## src/rtl/sigrx_pkg.sv

```systemverilog
package sigrx_pkg;
   localparam int unsigned WORD_W  = 16;
   localparam int unsigned LADDR_W = 8;
   localparam int unsigned UCODE_W = 6;

   typedef enum logic [2:0] {
      CLS_RESPONSE  = 3'd0,
      CLS_NO_CAUSE  = 3'd1,
      CLS_REQ_TRUE  = 3'd2,
      CLS_REQ_FALSE = 3'd3,
      CLS_USER      = 3'd4,
      CLS_OTHER     = 3'd5
   } sig_class_e;

   localparam logic [7:0] HI_NO_CAUSE  = 8'hFF;
   localparam logic [7:0] HI_REQ_TRUE  = 8'hFD;
   localparam logic [7:0] HI_REQ_FALSE = 8'hFC;
endpackage

```

## src/rtl/sigrx_decode.sv

```systemverilog
module sigrx_decode
   import sigrx_pkg::*;
#(
   parameter bit USER_EVT_EN = 1'b1
) (
   input  logic [WORD_W-1:0]  word_i,
   output sig_class_e         class_o,
   output logic [LADDR_W-1:0] laddr_o,
   output logic [UCODE_W-1:0] ucode_o
);
   logic [7:0] hi_byte;
   logic       is_user_fmt;

   assign hi_byte = word_i[15:8];
   assign laddr_o = word_i[LADDR_W-1:0];

   generate
      if (USER_EVT_EN) begin : g_user_on
         assign is_user_fmt = word_i[15] & ~word_i[14];
      end else begin : g_user_off
         assign is_user_fmt = 1'b0;
      end
   endgenerate

   always_comb begin
      if (!word_i[15])                 class_o = CLS_RESPONSE;
      else if (hi_byte == HI_NO_CAUSE)  class_o = CLS_NO_CAUSE;
      else if (hi_byte == HI_REQ_TRUE)  class_o = CLS_REQ_TRUE;
      else if (hi_byte == HI_REQ_FALSE) class_o = CLS_REQ_FALSE;
      else if (is_user_fmt)             class_o = CLS_USER;
      else                              class_o = CLS_OTHER;
   end

   assign ucode_o = (class_o == CLS_USER) ? word_i[13:8] : '0;

   always_comb begin
      AST_USER_CLASS_BITS: assert (class_o != CLS_USER || (word_i[15] && !word_i[14]));
   end
endmodule

```

## src/rtl/sigrx_fifo.sv

```systemverilog
module sigrx_fifo #(
   parameter int unsigned WIDTH = 16,
   parameter int unsigned DEPTH = 4
) (
   input  logic                         clk,
   input  logic                         rst_n,
   input  logic                         push_i,
   input  logic [WIDTH-1:0]             din_i,
   input  logic                         pop_i,
   output logic [WIDTH-1:0]             head_o,
   output logic [$clog2(DEPTH+1)-1:0]   count_o,
   output logic                         full_o,
   output logic                         empty_o
);
   localparam int unsigned PTR_W = (DEPTH > 1) ? $clog2(DEPTH) : 1;
   localparam int unsigned CNT_W = $clog2(DEPTH + 1);

   generate
      if (DEPTH < 2 || (DEPTH & (DEPTH - 1)) != 0) begin : g_bad_depth
         $error("sigrx_fifo: DEPTH must be a power of two, at least 2");
      end
   endgenerate

   logic [WIDTH-1:0] mem [DEPTH];
   logic [PTR_W-1:0] wptr, rptr;
   logic [CNT_W-1:0] count;

   generate
      for (genvar gi = 0; gi < DEPTH; gi++) begin : g_slot
         always_ff @(posedge clk) begin
            if (push_i && wptr == PTR_W'(gi)) mem[gi] <= din_i;
         end
      end
   endgenerate

   always_ff @(posedge clk or negedge rst_n) begin
      if (!rst_n) begin
         wptr  <= '0;
         rptr  <= '0;
         count <= '0;
      end else begin
         if (push_i) wptr <= wptr + 1'b1;
         if (pop_i)  rptr <= rptr + 1'b1;
         if (push_i && !pop_i)      count <= count + 1'b1;
         else if (pop_i && !push_i) count <= count - 1'b1;
      end
   end

   assign head_o  = (count == '0) ? '0 : mem[rptr];
   assign count_o = count;
   assign full_o  = (count == CNT_W'(DEPTH));
   assign empty_o = (count == '0);

   AST_NO_OVERRUN: assert property (@(posedge clk) disable iff (!rst_n)
      count <= CNT_W'(DEPTH));
   AST_POP_DECREMENTS: assert property (@(posedge clk) disable iff (!rst_n)
      (pop_i && !push_i && count != '0) |=> count == $past(count) - 1'b1);
   AST_HEAD_STABLE: assert property (@(posedge clk) disable iff (!rst_n)
      (!push_i && !pop_i && count != '0) |=> $stable(head_o));
endmodule

```

## src/rtl/sigrx_top.sv

```systemverilog
module sigrx_top
   import sigrx_pkg::*;
#(
   parameter int unsigned ADDR_W      = 6,
   parameter int unsigned SIG_OFFSET  = 8,
   parameter int unsigned DEPTH       = 4,
   parameter bit          USER_EVT_EN = 1'b1
) (
   input  logic                        clk,
   input  logic                        rst_n,
   input  logic                        bus_wr,
   input  logic                        bus_rd,
   input  logic [ADDR_W-1:0]           bus_addr,
   input  logic [15:0]                 bus_wdata,
   output logic                        sig_irq,
   output logic                        sig_ovf,
   output logic [15:0]                 sig_word,
   output logic [2:0]                  sig_class,
   output logic [7:0]                  sig_laddr,
   output logic [5:0]                  sig_ucode,
   output logic [$clog2(DEPTH+1)-1:0]  sig_count
);
   localparam int unsigned CNT_W = $clog2(DEPTH + 1);

   generate
      if (SIG_OFFSET >= (1 << ADDR_W)) begin : g_bad_offset
         $error("sigrx_top: SIG_OFFSET does not fit in ADDR_W");
      end
   endgenerate

   logic       addr_hit, wr_hit, rd_hit, push, pop, full, empty;
   logic [CNT_W-1:0] count;
   logic [WORD_W-1:0] head;
   sig_class_e head_class;

   assign addr_hit = (bus_addr == ADDR_W'(SIG_OFFSET));
   assign wr_hit   = bus_wr & addr_hit;
   assign rd_hit   = bus_rd & addr_hit;
   assign pop      = rd_hit & ~empty;
   assign push     = wr_hit & (~full | pop);

   sigrx_fifo #(.WIDTH(WORD_W), .DEPTH(DEPTH)) i_fifo (
      .clk(clk), .rst_n(rst_n), .push_i(push), .din_i(bus_wdata),
      .pop_i(pop), .head_o(head), .count_o(count), .full_o(full), .empty_o(empty)
   );

   sigrx_decode #(.USER_EVT_EN(USER_EVT_EN)) i_decode (
      .word_i(head), .class_o(head_class), .laddr_o(sig_laddr), .ucode_o(sig_ucode)
   );

   always_ff @(posedge clk or negedge rst_n) begin
      if (!rst_n)                                       sig_ovf <= 1'b0;
      else if (wr_hit && full && !pop)                  sig_ovf <= 1'b1;
      else if (pop && !push && count == CNT_W'(1))      sig_ovf <= 1'b0;
   end

   assign sig_irq   = ~empty;
   assign sig_word  = head;
   assign sig_class = head_class;
   assign sig_count = count;

   AST_IRQ_AFTER_WRITE: assert property (@(posedge clk) disable iff (!rst_n)
      wr_hit |=> sig_irq);
   AST_OVF_ON_DROP: assert property (@(posedge clk) disable iff (!rst_n)
      (wr_hit && full && !rd_hit) |=> sig_ovf);
   AST_WRONG_OFFSET_IDLE: assert property (@(posedge clk) disable iff (!rst_n)
      (!addr_hit) |=> $stable(sig_count));
endmodule

```

## config.mk

```make
export PLATFORM = sky130hd
export DESIGN_NAME = sigrx_top
export DESIGN_NICKNAME = d
export VERILOG_FILES = /design/src/rtl/sigrx_pkg.sv /design/src/rtl/sigrx_decode.sv /design/src/rtl/sigrx_fifo.sv /design/src/rtl/sigrx_top.sv
export SDC_FILE = /design/constraint.sdc
export NUM_CORES = 1
export LEC_CHECK = 0
export ABC_AREA = 1
export BUFFER_PORTS_ARGS = -buffer_cell sky130_fd_sc_hd__buf_4
export CORE_ASPECT_RATIO = 0.8
export CORE_MARGIN = 2
export CORE_UTILIZATION = 55
export DETAILED_ROUTE_END_ITERATION = 6
export PLACE_DENSITY = 0.79
export SYNTH_ARGS = -nofsm -noshare
export SYNTH_HDL_FRONTEND = slang
export SYNTH_SLANG_ARGS = --single-unit
export TNS_END_PERCENT = 1
```

## constraint.sdc

```tcl
create_clock -name clk -period 2.5 [get_ports clk]
set_input_delay 0.375 -clock clk [delete_from_list [all_inputs] [get_ports clk]]
set_output_delay 0.375 -clock clk [all_outputs]
set_load 0.02 [all_outputs]
```

* Word-level counts from Yosys, hierarchy flattened
Memory sizes are Yosys's and may differ from the RTL's.
Cells that the tools add are included.
** Operators by class
- Equal/unequal tests :: 10
- $add $sub $neg :: 4
- Reductions and logical operators :: 18
- Bitwise operators :: 9
- Muxes and demuxes :: 28
** Operator list (number)
- $mux W16 :: 4
- $reduce_or A16 Y1 :: 3
- $eq A8 B8 Y1 const B :: 3
- $mux W3 :: 6
- $mux W1 :: 14
- $logic_and A1 B1 Y1 :: 9
- $eq A3 B3 Y1 const B :: 2
- $eq A6 B4 Y1 const B :: 1
- $mux W2 :: 3
- $mux W6 :: 1
- $and A1 B1 Y1 :: 5
- $add A2 B1 Y2 const B :: 2
- $eq A2 B2 Y1 const B :: 2
- $reduce_bool A2 Y1 :: 2
- $add A3 B1 Y3 const B :: 1
- $eq A3 B1 Y1 const B :: 1
- $logic_not A3 Y1 :: 1
- $not A1 Y1 :: 3
- $sub A3 B1 Y3 const B :: 1
- $eq A2 B1 Y1 const B :: 1
- $logic_not A1 Y1 :: 2
- $logic_not A2 Y1 :: 1
- $or A1 B1 Y1 :: 1
** Storage, ports and cells
- Memories :: 1
- Bits in writable memories :: 64
- Input port bits :: 26
- Output and inout port bits :: 38
- Bits in registers :: 8
** Memory list
- i_fifo.mem :: depth 4, bits a word 16, read ports 1, clocked after memory_dff 0, write ports 1, RTL line sigrx_fifo.sv:24 : logic [WIDTH-1:0] mem [DEPTH];

* Depth between registers and ports, before layout
Gate-level depths: netlist of run 1.
- Word-level depth :: 12
- Mapped depth :: 13
- Mapped depth without buffers :: 13

* Hierarchy
From an unflattened synthesis of run 1, not the netlist that was laid out.
** Second synthesis, totals
- Cell total of the unflattened synthesis :: 360
- Area, all modules :: 3504.6 µm²
** Modules (own cells, without submodules)
- sigrx_fifo :: instances 1, cells each 300, area an instance 3206.8 µm², sequential area each 2097.0 µm²
- sigrx_decode :: instances 1, cells each 39, area an instance 182.7 µm², sequential area each 0.0 µm²
- sigrx_top :: instances 1, cells each 21, area an instance 115.1 µm², sequential area each 25.0 µm²

* Least setup slack after synthesis of run 1
No wires, ideal clock.
- Kind :: register to output
- Start :: register i_fifo.count[0], in the netlist i_fifo.count_o[0]
- End :: output sig_word[0]
- Path slack :: 93 ps
- Arrival time :: 2032 ps
- Path buffers :: 2
- Cell stages (with the launch flop) :: 9
- Required time :: 2125 ps
- Path through :: dfrtp_1 -> inv_1 -> ha_1 -> inv_1 -> or2_1 -> buf_4 -> clkinv_1 -> a21oi_1 -> buf_4
** Between the ends
- Word-level cells in the longest chain between the ends :: 2
** RTL lines
- from (decl) :: RTL line sigrx_fifo.sv:26 : logic [CNT_W-1:0] count;
- from (signal assigned) :: RTL line sigrx_fifo.sv:44 : if (push_i && !pop_i) count <= count + 1'b1;
- from (signal assigned) :: RTL line sigrx_fifo.sv:45 : else if (pop_i && !push_i) count <= count - 1'b1;
- $logic_not A3 Y1 :: RTL line sigrx_fifo.sv:49 : assign head_o = (count == '0) ? '0 : mem[rptr];
- $mux W16 :: RTL line sigrx_fifo.sv:49
- to (decl) :: RTL line sigrx_top.sv:17 : output logic [15:0] sig_word,
Every way passes these cells.

* Final worst setup path of run 1
- Start :: register i_fifo.count[1], in the netlist i_fifo.count_o[1]
- End :: output sig_class[2]
** Between the ends
- Word-level cells in the longest chain between the ends :: 7
** RTL lines
- $logic_not A3 Y1 (*) :: RTL line sigrx_fifo.sv:49
- $mux W16 (*) :: RTL line sigrx_fifo.sv:49
- $eq A8 B8 Y1 :: RTL line sigrx_decode.sv:29 : else if (hi_byte == HI_REQ_FALSE) class_o = CLS_REQ_FALSE;
- $mux W3 :: RTL line sigrx_decode.sv:29
- $mux W3 :: RTL line sigrx_decode.sv:28 : else if (hi_byte == HI_REQ_TRUE) class_o = CLS_REQ_TRUE;
- $mux W3 :: RTL line sigrx_decode.sv:27 : else if (hi_byte == HI_NO_CAUSE) class_o = CLS_NO_CAUSE;
- $mux W3 (*) :: RTL line sigrx_decode.sv:26 : if (!word_i[15]) class_o = CLS_RESPONSE;
- to (decl) :: RTL line sigrx_top.sv:18 : output logic [2:0] sig_class,
Every way passes the cells marked *; elsewhere a longest branch is shown, timed or not.

==> results of run 1 <==
==> cell type report <==
| cell class | count | area share [%] |
|---|---|---|
| Inverter | 31 | 3.03 |
| Multi-Input combinational cell | 185 | 24.4 |
| Timing Repair Buffer | 75 | 13.7 |
| Tap cell | 81 | 2.40 |
| Sequential cell | 72 | 50.4 |
| Clock inverter | 6 | 3.15 |
| Clock buffer | 9 | 2.94 |
==> timing repair <==
| item | CTS | global route |
|---|---|---|
| pin swaps | 0 | 4 |
| resized for setup | 3 | 13 |
| gates cloned | 0 | 0 |
| endpoints found under the hold margin | 8 | 0 |
| setup endpoints to repair | 21 | 9 |
| hold buffers | 1 | 0 |
| buffers inserted | 1 | 1 |
==> sequential cells by signal, summed over array words and instances (netlist names) <==
name	cells
i_fifo.rptr	2
i_fifo.mem	64
i_fifo.wptr	2
sig_ovf	1
i_fifo.count_o	3
==> worst max-delay path: stages (launching register included) <==
cell	delay [ns]
dfrtp_1	0.42
inv_2	0.09
ha_2	0.17
inv_1	0.04
or2_4	0.27
buf_8	0.15
nand2_4	0.08
nor2_4	0.05
nand2_2	0.07
nor2_1	0.04
nand2_1	0.06
nand2_1	0.06
nor2_2	0.07
buf_4	0.13
==> power groups by stage <==
stage,logic (µW),clock network (µW),registers [µW]
3_5_place_dp,1550,0,1420
5_1_grt,1780,1230,1390
4_1_cts,1610,1180,1380
3_3_place_gp,1530,0,1420
2_1_floorplan,1070,0,1440
6_report,1660,1160,1390
==> per-layer routing <==
metal  up-vias  part of all wire [%]  GRT usage, %
met1      1092                    45          26.4
met2        82                    49          36.0
met5         -                     0             0
li1       1137                     -             -
met3         6                   5.7          7.09
met4         0                  0.68          4.15
==> cell families (layout without fill, tap and decap cells) <==
logic type | Yosys count | in the layout | synth area share, %
simple gates | 132 | 132 | 18.0
compound gates | 38 | 38 | 6.56
buf+inv | 50 | 121 | 8.29
xor+xnor | 5 | 5 | 1.28
flops | 72 | 72 | 62.2
fa+ha+maj | 10 | 10 | 3.67
==> through the flow <==
| step | total power, µW | hold slack [ns] | utilization [%] | setup WS [ns] |
|---|---|---|---|---|
| global route | 4410 | 0.207 | 70.9 | -0.00249 |
| detailed placement | 2970 | 0.202 | 65.5 | 0.266 |
| CTS | 4170 | 0.218 | 70.2 | 0.0503 |
| global placement | 2940 | 0.199 | 65.5 | 0.340 |
| finish | 4210 | 0.233 | 70.9 | 0.0972 |
| floorplan | 2510 | 0.0794 | - | 0.0926 |
==> cells in the final DEF (no fill, tap or decap), drive strengths merged <==
cell type / instances
buf: 74
nor2: 67
edfxtp: 64
nand2: 48
inv: 30
o21ai: 26
a21oi: 11
ha: 10
clkbuf: 9
nand3: 9
dfrtp: 8
xor2: 4
bufinv: 4
nor3: 4
clkinv: 3
or2: 2
nand4: 1
xnor2: 1
nand3b: 1
o2bb2ai: 1
dlygate4sd3: 1
==> path summary, 6_finish.rpt <==
kind                                    from           endpoint  slack, ns  depth (start not counted)
max                        i_fifo.count_o[1]       sig_class[2]        0.1                         13
min                            bus_wdata[10]  i_fifo.mem[1][10]       0.23                          1
max reg2reg                i_fifo.count_o[1]  i_fifo.count_o[2]       0.36                         11
min reg2reg                          sig_ovf            sig_ovf       0.49                          1
max in group asynchronous              rst_n     i_fifo.rptr[0]       1.96                          2
min in group asynchronous              rst_n     i_fifo.wptr[0]       0.39                          2
==> results.md, run 1 <==
- Status: finished, final reports clean
- Number of synthesized flops with an enable pin: 64
- Vias: 2317
- First-pass GRT wire length: 10600 µm
- Register area: 0.00212 mm²
- GRT overflow: 0
- Crit path launch type: register
- Design Area, Final: 0.00422 mm²
- Switch share: 34.6%
- Hold Vio Cnt, Final: 0
- Clock share of power: 27.7%
- Maximum Capacitance Violations: 0
- Share of cells above drive strength 1: 32.8%
- Post-Route WL: 6770 µm
- Largest net degree at the start of global routing: 33
- Die H: 74.5 µm
- Share of the synthesized area in the top cell type: 56.3%
- Post-layout minimum cycle time: 2.40 ns
- Post-synth ARST share: 11.1%
- Post-Syn Area: 0.00341 mm²
- Nets@finish: 410
- Crit path kind: register to primary output
- Final setup fails: 0
- Antenna violations before repair: 0
- Number of global-route vias before repair: 2171
- Placed inst area: 0.00389 mm²
- CTS tree: done
- Crit Path Max Fanout: 7
- Die X-Extent: 92.1 µm
- Final Instance Count excl. Fillers: 459
- Crit path arrival time: 2.03 ns
- PortBufs: 63
- Top-count cell post-synth: edfxtp_1
- Synth top area cells: edfxtp_1 (56%), nor2_1 (6.8%), dfrtp_1 (5.9%)
- Wirelength per Cell: 14.7 µm
- DRC violations left: 0
- Power Dens Cells: 999 mW/mm²
- Post-Syn Nets: 343
- Max VDD drop: 0.000579 V
- Seq pwr share: 33.0%
- Comb power frac: 39.4%
- Number of cell rows: 25
- Reg clk slew, reported paths: 0.07 ns
- Crit end category: primary output
- Setup Skew: 0.00292 ns
- Number of CTS-inserted buffers: 9
- DPL Wire Length: 4410 µm
- Fmax: 416 MHz
- Placed Instances: 441
- Clock net sink count: 72
- Syn Area/Cell: 11.1 µm²
- Worst EP required: 2.12 ns
- RSZ-0062 raised after global routing: yes
- Instance count of the mapped netlist: 307
- Initial core utilization: 57.4%
- Fin. max-slew vios: 0
- Final GP Congestion: 0.760
- H-tree depth: 3
- Synth Register Bits: 72
- Area of the multi-input gates: 0.00103 mm²
- Core area: 0.00594 mm²
- TNS Setup: 0 ns
- Die ar.: 0.00685 mm²
- Vias per cell: 5.05
- Net Switching: 1460 µW
- Least-Margin Pin Slew: 0.368 ns
- Antenna diode instance count: 0
- Commonest cells in the netlist: edfxtp_1 (64), nor2_1 (62), nand2_1 (39)
- Area Growth Syn to Fin: 23.6%
- Top FF cell, synth: edfxtp_1
- CTS root buf: clkbuf_8
- I/O Pins: 64
- Final Cycle Share: 96.1%
- HP Class: input pin to register
- Total track usage: 20.9%
- Distinct cells, synth: 36
- Pint: 2750 µW
- Drt pass-1 iters: 4
- Leading area contributor after synthesis: edfxtp_1
- Clk buf depth: 2
- Clk Latency, worst-skew pair: 0.34 ns
- Sequential element share of the synthesized area: 62.2%
- 1st-iter DRT viols: 150
- YS warnings: 0
- Remaining antenna violation count: 0
- Lkg Pwr: 0.00180 µW
- Fillers: 437
- Slew HR: 75.4%
(Power assumes the default switching activity.)
==> inputs of run 2 (changes only) <==
Settings changed: BUFFER_PORTS_ARGS -buffer_cell sky130_fd_sc_hd__buf_4 to -buffer_cell sky130_fd_sc_hd__buf_2.
==> run 2 against run 1 <==
Fmax rose by 0.92%. Die area did not move. Sequential power barely moved. Hold slack improved by 0.011 ns. First-iteration DRC count fell by 37%. Clock skew rose by 0.0030 ns. Critical path type unchanged. Critical endpoint unchanged. Largest cell class unchanged.
==> results.md, run 2 (synthesis gave the netlist of run 1 again) <==
- Post-layout minimum cycle time: 2.38 ns (was 2.40 ns)
- H-tree depth: 3 (unchanged)
- Reg clk slew, reported paths: 0.07 ns (about the same)
- Worst path max stage delay: 0.42 ns (about the same)
- 1st-iter DRT viols: 95 (was 150)
- Net Switching: 1450 µW (was 1460 µW)
- Slew HR: 76.1% (was 75.4%)
- Wirelength per Cell: 14.3 µm (was 14.7 µm)
- CTS root buf: clkbuf_8 (unchanged)
- Die X-Extent: 92.1 µm (unchanged)
- Comb power frac: 37.1% (was 39.4%)
- Area Growth Syn to Fin: 19.3% (was 23.6%)
- Clk Latency, worst-skew pair: 0.34 ns (about the same)
- Register bank with the most flops: i_fifo.mem (unchanged)
- Lkg Pwr: 0.00177 µW (was 0.00180 µW)
- DRC violations left: 0 (unchanged)
- Antenna violations before repair: 0 (unchanged)
- Nets@finish: 414 (was 410)
- Number of cell rows: 25 (unchanged)
- Worst EP required: 2.12 ns (about the same)
- Hold slack: 0.244 ns (was 0.233 ns)
- Final Instance Count excl. Fillers: 464 (was 459)
- Commonest non-fill, non-tap cell in the layout: edfxtp_1 (was buf_4)
- Vias per cell: 4.93 (was 5.05)
- PortBufs: 63 (unchanged)
- Final GP Congestion: 0.755 (was 0.760)
- Largest delay share family, worst path: simple AND/OR/NAND/NOR gates (unchanged)
- HP Class: input pin to register (unchanged)
- Total power: 3960 µW (was 4210 µW)
- Total track usage: 20.8% (was 20.9%)
- Placed Instances: 443 (was 441)
- Largest net degree at the start of global routing: 33 (unchanged)
- Vias: 2289 (was 2317)
- GRT overflow: 0 (unchanged)
- Largest register FFs: 64 (unchanged)
- CTS tree: done (unchanged)
- Fmax: 420 MHz (was 416 MHz)
- Crit path launch type: register (unchanged)
- Clk buf depth: 2 (unchanged)
- Crit path kind: register to primary output (unchanged)
- Initial core utilization: 57.4% (unchanged)
- First-pass GRT wire length: 10400 µm (was 10600 µm)
- DPL Wire Length: 4400 µm (was 4410 µm)
- Power Dens Cells: 973 mW/mm² (was 999 mW/mm²)
- I/O Pins: 64 (unchanged)
- Post-Route WL: 6650 µm (was 6770 µm)
- Antenna diode instance count: 0 (unchanged)
- Switch share: 36.7% (was 34.6%)
- Clock net sink count: 72 (unchanged)
- Crit path arrival time: 2.01 ns (was 2.03 ns)
- Share of cells above drive strength 1: 34.2% (was 32.8%)
- Number of CTS-inserted buffers: 9 (unchanged)
- Max stage delay cell, worst path: dfrtp_2 (was dfrtp_1)
- Final setup fails: 0 (unchanged)
- Die ar.: 0.00685 mm² (unchanged)
- Seq pwr share: 35.3% (was 33.0%)
- Final Cycle Share: 95.2% (was 96.1%)
- Max VDD drop: 0.000601 V (was 0.000579 V)
- Pint: 2510 µW (was 2750 µW)
- Number of global-route vias before repair: 2133 (was 2171)
- Setup Skew: 0.00596 ns (was 0.00292 ns)
- Remaining antenna violation count: 0 (unchanged)
- Core area: 0.00594 mm² (unchanged)
- Crit end category: primary output (unchanged)
- Commonest cells after routing, fill and taps aside: edfxtp_1 (64), nor2_1 (62), buf_2 (61), nand2_1 (39), inv_1 (25) (was buf_4 (72), edfxtp_1 (64), nor2_1 (62), nand2_1 (38), inv_1 (26))
- Fillers: 441 (was 437)
- Least-Margin Pin Slew: 0.358 ns (was 0.368 ns)
- Die H: 74.5 µm (unchanged)
- Buf/Inv on CP: 4 (unchanged)
- Crit Path Max Fanout: 7 (unchanged)
- Setup WS post-layout: 0.119 ns (was 0.0972 ns)
- Crit path cell chain: inv_2 > ha_2 > inv_1 > or2_4 > buf_6 > nand2_4 > nor2_4 > nand2_4 > nor2_2 > nand2_1 > nand2_1 > nor2_2 > buf_4 (was inv_2 > ha_2 > inv_1 > or2_4 > buf_8 > nand2_4 > nor2_4 > nand2_2 > nor2_1 > nand2_1 > nand2_1 > nor2_2 > buf_4)
- Maximum Capacitance Violations: 0 (unchanged)
- Hold Vio Cnt, Final: 0 (unchanged)
- Clock share of power: 27.6% (was 27.7%)
- Drt pass-1 iters: 4 (unchanged)
- Fin. max-slew vios: 0 (unchanged)
- Pre-CTS WS: 0.130 ns (was 0.266 ns)
- Status: finished, final reports clean (unchanged)
-- run 2: cell count changes in the layout (fill, tap and decap cells not counted), sizes merged --
cell | previous run | this run
buf | 74 | 78
bufinv | 4 | 3
clkinvlp | 0 | 2
-- run 2: layout make-up --
cell class / count / area, µm² / area share (%)
clock buffers: 9 / 124 / 3.04
clock inverters: 7 / 119 / 2.92
repair buffers: 79 / 450 / 11.1
well taps: 81 / 101 / 2.49
inverters: 31 / 130 / 3.20
flip-flops and latches: 72 / 2130 / 52.2
multi-input cells: 185 / 1020 / 25.1
-- run 2: path summary, 6_finish.rpt --
kind	from	end	slack (ns)	cells past startpoint
max in group asynchronous	rst_n	i_fifo.count_o[0]	1.91	2
hold reg to reg	sig_ovf	sig_ovf	0.49	1
setup / recovery	i_fifo.count_o[0]	sig_class[2]	0.12	13
hold / removal	bus_wdata[8]	i_fifo.mem[2][8]	0.24	1
setup reg to reg	i_fifo.count_o[0]	i_fifo.count_o[2]	0.43	11
min in group asynchronous	rst_n	sig_ovf	0.40	2
-- run 2: power by group through the flow --
stage / clock network (µW) / logic, µW / registers, µW
2_1_floorplan: 0 / 1070 / 1440
3_3_place_gp: 0 / 1350 / 1420
3_5_place_dp: 0 / 1370 / 1430
4_1_cts: 1100 / 1420 / 1390
5_1_grt: 1150 / 1600 / 1410
6_report: 1090 / 1470 / 1400
-- run 2: timing repair --
item                                    CTS  global route
gates resized for setup                   4            12
endpoints found under the hold margin     8             0
setup buffers                             1             3
endpoints found under the setup margin   25             9
hold buffers                              1             0
-- run 2: worst reg2reg max path, stage by stage (launching register included) --
cell	delay, ns
dfrtp_2	0.42
inv_2	0.07
ha_2	0.17
nand2_1	0.05
or2_2	0.31
nand2_2	0.15
inv_1	0.09
ha_1	0.33
nor2_1	0.11
o21ai_0	0.10
xor2_1	0.13
inv_1	0.05
-- run 2: metrics by stage --
stage	utilization (%)	cell area, µm²	setup TNS (ns)
3_3_place_gp	63.1	3750	0
3_5_place_dp	63.1	3750	0
5_1_grt	68.5	4070	-0.0175
6_report	68.5	4070	0
2_1_floorplan	-	3410	0
4_1_cts	67.6	4020	0
-- run 2: metal layers --
| layer | wire length (µm) | global-route usage [%] |
|---|---|---|
| met1 | 2750 | 25.3 |
| met3 | 573 | 7.80 |
| met4 | 55 | 5.97 |
| met5 | 0 | 0 |
| met2 | 3280 | 35.5 |
